===== config.mk =====
export PLATFORM = sky130hd
export DESIGN_NAME = xmb_decoder
export DESIGN_NICKNAME = d
export VERILOG_FILES = /design/src/rtl/xmb_pkg.sv /design/src/rtl/xmb_bank_reg.sv /design/src/rtl/xmb_bank_cmp.sv /design/src/rtl/xmb_sel.sv /design/src/rtl/xmb_decoder.sv
export SDC_FILE = /design/constraint.sdc
export NUM_CORES = 1
export LEC_CHECK = 0
export BUFFER_PORTS_ARGS = -buffer_cell sky130_fd_sc_hd__buf_2
export CAP_MARGIN = 10
export CELL_PAD_IN_SITES_DETAIL_PLACEMENT = 1
export CELL_PAD_IN_SITES_GLOBAL_PLACEMENT = 1
export CORE_MARGIN = 1.5
export CORE_UTILIZATION = 34
export DETAILED_ROUTE_END_ITERATION = 7
export PLACE_DENSITY_LB_ADDON = 0.1
export SYNTH_ARGS = -nofsm -noshare
export SYNTH_HDL_FRONTEND = slang
export SYNTH_HIERARCHICAL = 1
export SYNTH_SLANG_ARGS = --single-unit

===== constraint.sdc =====
create_clock -name clk -period 2.6 [get_ports clk]
set_input_delay 0.39 -clock clk [delete_from_list [all_inputs] [get_ports clk]]
set_output_delay 0.39 -clock clk [all_outputs]
set_load 0.005 [all_outputs]

===== src/rtl/xmb_pkg.sv =====
package xmb_pkg;
    localparam int BANK_W = 8;

    typedef struct packed {
        logic [BANK_W-1:0] bank;
        logic [BANK_W-1:0] hold;
        logic              armed;
    } latch_state_t;

    typedef struct packed {
        logic eprom_cs;
        logic sram_cs;
        logic oe;
        logic we;
        logic drive;
    } sel_t;
endpackage


===== src/rtl/xmb_bank_reg.sv =====
module xmb_bank_reg
    import xmb_pkg::*;
(
    input  logic              clk,
    input  logic              rst_n,
    input  logic              strobe,
    input  logic [BANK_W-1:0] wdata,
    output logic [BANK_W-1:0] bank
);
    latch_state_t st_d, st_q;

    always_comb begin
        st_d = st_q;
        if (strobe) begin
            st_d.hold  = wdata;
            st_d.armed = 1'b1;
        end else if (st_q.armed) begin
            st_d.bank  = st_q.hold;
            st_d.armed = 1'b0;
        end
    end

    always_ff @(posedge clk or negedge rst_n) begin
        if (!rst_n) st_q <= '0;
        else        st_q <= st_d;
    end

    assign bank = st_q.bank;
endmodule


===== src/rtl/xmb_bank_cmp.sv =====
module xmb_bank_cmp #(
    parameter int FULL_W = 8,
    parameter int CMP_W  = 8
) (
    input  logic [FULL_W-1:0] bank,
    input  logic [CMP_W-1:0]  jmp,
    output logic              hit
);
    localparam logic [FULL_W-1:0] MASK = FULL_W'((64'd1 << CMP_W) - 64'd1);

    generate
        if (CMP_W >= FULL_W) begin : g_full
            assign hit = (bank == jmp[FULL_W-1:0]);
        end else begin : g_part
            logic [FULL_W-1:0] jmp_ext;
            assign jmp_ext = {{(FULL_W-CMP_W){1'b0}}, jmp};
            assign hit = (((bank ^ jmp_ext) & MASK) == '0);
        end
    endgenerate
endmodule


===== src/rtl/xmb_sel.sv =====
module xmb_sel
    import xmb_pkg::*;
#(
    parameter int WIN_W = 2
) (
    input  logic             mem_req,
    input  logic             rd,
    input  logic             wr,
    input  logic             rom_en,
    input  logic [WIN_W-1:0] win_bits,
    input  logic             eprom_hit,
    input  logic             sram_hit,
    output sel_t             sel
);
    logic in_win, rd_ok, wr_ok;

    always_comb begin
        in_win = mem_req && (win_bits == {WIN_W{1'b1}});
        rd_ok  = in_win && rd && rom_en;
        wr_ok  = in_win && wr;
        sel          = '0;
        sel.eprom_cs = rd_ok && eprom_hit;
        sel.sram_cs  = (rd_ok && sram_hit && !eprom_hit) || (wr_ok && sram_hit);
        sel.we       = wr_ok && sram_hit;
        sel.oe       = rd_ok && (eprom_hit || sram_hit);
        sel.drive    = sel.oe;
    end
endmodule


===== src/rtl/xmb_decoder.sv =====
module xmb_decoder
    import xmb_pkg::*;
#(
    parameter int          ADDR_W   = 16,
    parameter int          SRAM_W   = 4,
    parameter logic [7:0]  PORT_HI  = 8'hDF,
    localparam int         WIN_W    = ADDR_W - 14,
    localparam int         OFF_W    = ADDR_W - WIN_W
) (
    input  logic              clk,
    input  logic              rst_n,
    input  logic [ADDR_W-1:0] addr,
    input  logic [BANK_W-1:0] data,
    input  logic              io_req,
    input  logic              mem_req,
    input  logic              rd,
    input  logic              wr,
    input  logic              rom_en,
    input  logic [BANK_W-1:0] eprom_jmp,
    input  logic [SRAM_W-1:0] sram_jmp,
    output logic [OFF_W-1:0]  mem_addr,
    output logic              eprom_cs,
    output logic              sram_cs,
    output logic              mem_oe,
    output logic              mem_we,
    output logic              bus_drive
);
    logic              port_wr;
    logic [BANK_W-1:0] bank_q;
    logic              eprom_hit, sram_hit;
    sel_t              sel;

    assign port_wr = io_req && wr && (addr[ADDR_W-1 -: 8] == PORT_HI);

    xmb_bank_reg u_bank (
        .clk(clk), .rst_n(rst_n), .strobe(port_wr), .wdata(data), .bank(bank_q)
    );

    xmb_bank_cmp #(.FULL_W(BANK_W), .CMP_W(BANK_W)) u_cmp_eprom (
        .bank(bank_q), .jmp(eprom_jmp), .hit(eprom_hit)
    );

    xmb_bank_cmp #(.FULL_W(BANK_W), .CMP_W(SRAM_W)) u_cmp_sram (
        .bank(bank_q), .jmp(sram_jmp), .hit(sram_hit)
    );

    xmb_sel #(.WIN_W(WIN_W)) u_sel (
        .mem_req(mem_req), .rd(rd), .wr(wr), .rom_en(rom_en),
        .win_bits(addr[ADDR_W-1 -: WIN_W]),
        .eprom_hit(eprom_hit), .sram_hit(sram_hit), .sel(sel)
    );

    assign mem_addr  = addr[OFF_W-1:0];
    assign eprom_cs  = sel.eprom_cs;
    assign sram_cs   = sel.sram_cs;
    assign mem_oe    = sel.oe;
    assign mem_we    = sel.we;
    assign bus_drive = sel.drive;
endmodule


==> metrics.cfg <==
[outcome]
outcome = complete, no violations

[synthesis]
synth_seq_cells = 17
synthCells = 85
netlist.area_leader.share_pct = 40.48
synthesis.area_um2 = 1051
synth_edf_count = 0
synthSimpleGateAreaFrac_pct = 11.07
synth-compound-area-share_pct = 2.024
async_flop_share_pct = 100.0
synth_nets = 128
synth_top_family_by_area = multiplexers
synth.avg_cell_area_um2 = 12.36
synthFlopType = dfrtp_1
yosys_warnings = 6
synth_cell_types = 19
synth_top_cell_by_area = dfrtp_1
synthMuxAreaShare_pct = 18.57
synth_xor_area_share_pct = 10.00
ys_top_cells_by_area = dfrtp_1 40%, buf_4 16%, mux2_2 13%, xnor2_1 6.7%, mux2_4 5.7%
synthAdderAreaFrac_pct = 0
ys_seq_area_share_pct = 40.48

[power]
p_sw_mw = 0.09811
power_density_nw_per_um2 = 392.4
p_comb_share_pct = 12.3
leakagePower_nw = 0.6347
peakVddDrop_mv = 0.2568
seqPwrFrac_pct = 58.9
power_switching_share_pct = 21.46
power.internal_mw = 0.3590
clkPwrFrac_pct = 28.7
finalPower_mw = 0.4571

[global_routing]
grt_max_degree = 18
grt_pass1_vias = 779
overflow = 0
antenna_found_initial = 0
grt_pass1_wl_um = 3270
track_usage_pct = 12.31

[placed_design]
dpl_cell_area_um2 = 1139
pre_cts_slack_ps = 716.9
place_congestion = 0.5751
place_hpwl_um = 1601
io_buffers = 45
dp_cells = 138

[floorplanning]
die-area_um2 = 3434
io_pins = 62
placementRows = 19
design.core.area_um2 = 2853
die_height_um = 58.60
die_w_um = 58.60
start_util_pct = 36.84

[cells_and_area]
diodes = 0
stdcell_area_um2 = 1165
fillers = 326
post-route-util_pct = 40.83
fin_cells = 142
area_growth_pct = 10.83
nets = 155
drive_above_1_share_pct = 63.06

[hold_path]
hold_class = in -> async

[clock_tree]
cts_setup_buffers = 0
cts_made_buffers = 3
hold_buffers = 0
cts_root_buffer = clkbuf_4
clkTransAtPathRegs_ps = 90
cts_tree = done
cts_resized = 0
htree_levels = 1
clock-sinks = 17
clk_latency_ps = 280
cts-root-to-sink-buffers = 2

[job]
drv_cap = 0

[worst_setup_path]
startpoint = u_bank/bank[2]$_DFFE_PN0P_
cp_max_fo = 3
reg2reg_from = u_bank/st_q[0]$_DFF_PN0_
arrival_ps = 1680
cp-end-kind = primary output
crit_type = reg -> out
required_ps = 2210
crit_path_start_kind = flop

[timing]
setup_slack_ps = 534.3
hold_violations = 0
rsz0062_at_grt = no
period_share_pct = 79.45
fin_skew_ps = 2.125
period_needed_ps = 2066
fmax_ghz = 0.4841
slew_headroom_pct = 75.71
final.setup.tns_ps = 0
setup_viol = 0
max_slew.worst_pin.slew_ps = 364.4
holdWs_ps = 11.45
slew_viol_final = 0

[detailed_routing]
maxUsedRoutingLayer = met4
wl_um = 1871
ant_nets = 0
via_per_inst = 4.852
wl_per_cell_um = 13.18
firstDrtPassIters = 2
route.met3.wl_um = 180
drc = 0
vias = 689
drt-met1-wl_um = 724
dr_wl_met2_um = 935
drtIter0Drc = 11

==> worst paths after layout <==
check / endpoint / slack (ps) / cells after the start
setup / recovery: sram_cs / 530 / 6
hold / removal: u_bank/st_q[5]$_DFFE_PN0P_ / 10 / 1
setup reg to reg: u_bank/bank[0]$_DFFE_PN0P_ / 1530 / 2
hold reg to reg: u_bank/bank[5]$_DFFE_PN0P_ / 510 / 1
max in group asynchronous: u_bank/st_q[3]$_DFFE_PN0P_ / 2330 / 1
min in group clk: u_bank/st_q[6]$_DFFE_PN0P_ / 340 / 2
==> critical path, cell delays in order, from the launching register on <==
cell and delay, ps:
dfrtp_1 420, xnor2_1 170, nand4_1 110, nor2_1 170
and3b_1 200, o211a_1 200, buf_2 120
==> layer usage <==
layer	vias to the layer above	global-route usage (%)
li1	323	-
met1	317	14.03
met2	41	21.83
met3	8	2.418
met4	0	6.169
met5	-	0
==> synth_stat cells, types with 2 or more instances <==
master    n
mux2_2   12
nand4_1   4
buf_4    23
mux2_4    4
dfrtp_1  17
nor4_2    2
xnor2_1   8
xor2_1    4
==> placed cells by master, fill, tap and decap left out, types with 2 or more instances in the layout <==
| cell | count |
|---|---|
| xor2_1 | 4 |
| mux2_4 | 4 |
| xnor2_1 | 8 |
| buf_2 | 45 |
| mux2_2 | 12 |
| nor4_2 | 2 |
| dfrtp_1 | 17 |
| clkbuf_4 | 3 |
| nand4_1 | 4 |
==> sequential cells by signal (all words and copies together), names as in the netlist <==
signal	cells
u_bank/st_q	9
u_bank/bank	8
==> cell type report <==
type | count | area (um2) | share of cell area (%)
Clock buffer | 4 | 26.28 | 2.256
Multi-Input combinational cell | 43 | 437.9 | 37.59
Tap cell | 31 | 38.79 | 3.330
Inverter | 1 | 3.754 | 0.3222
Sequential cell | 17 | 425.4 | 36.52
Timing Repair Buffer | 46 | 232.7 | 19.98
==> power groups by stage <==
stage,clock (mW),sequential [mW],combinational (mW)
2_1_floorplan,0,0.274,0.0335
4_1_cts,0.141,0.270,0.0581
6_report,0.131,0.269,0.0564
3_3_place_gp,0,0.275,0.0564
3_5_place_dp,0,0.275,0.0578
5_1_grt,0.154,0.270,0.0642
==> logic make-up (layout without fill, tap and decap cells) <==
| group | count (synthesis) | after routing |
|---|---|---|
| simple gates | 13 | 13 |
| xor+xnor | 12 | 12 |
| flops | 17 | 17 |
| mux | 16 | 16 |
| compound gates | 2 | 2 |
| buf+inv | 25 | 51 |
Note: power is estimated with default switching activity, not from simulation.
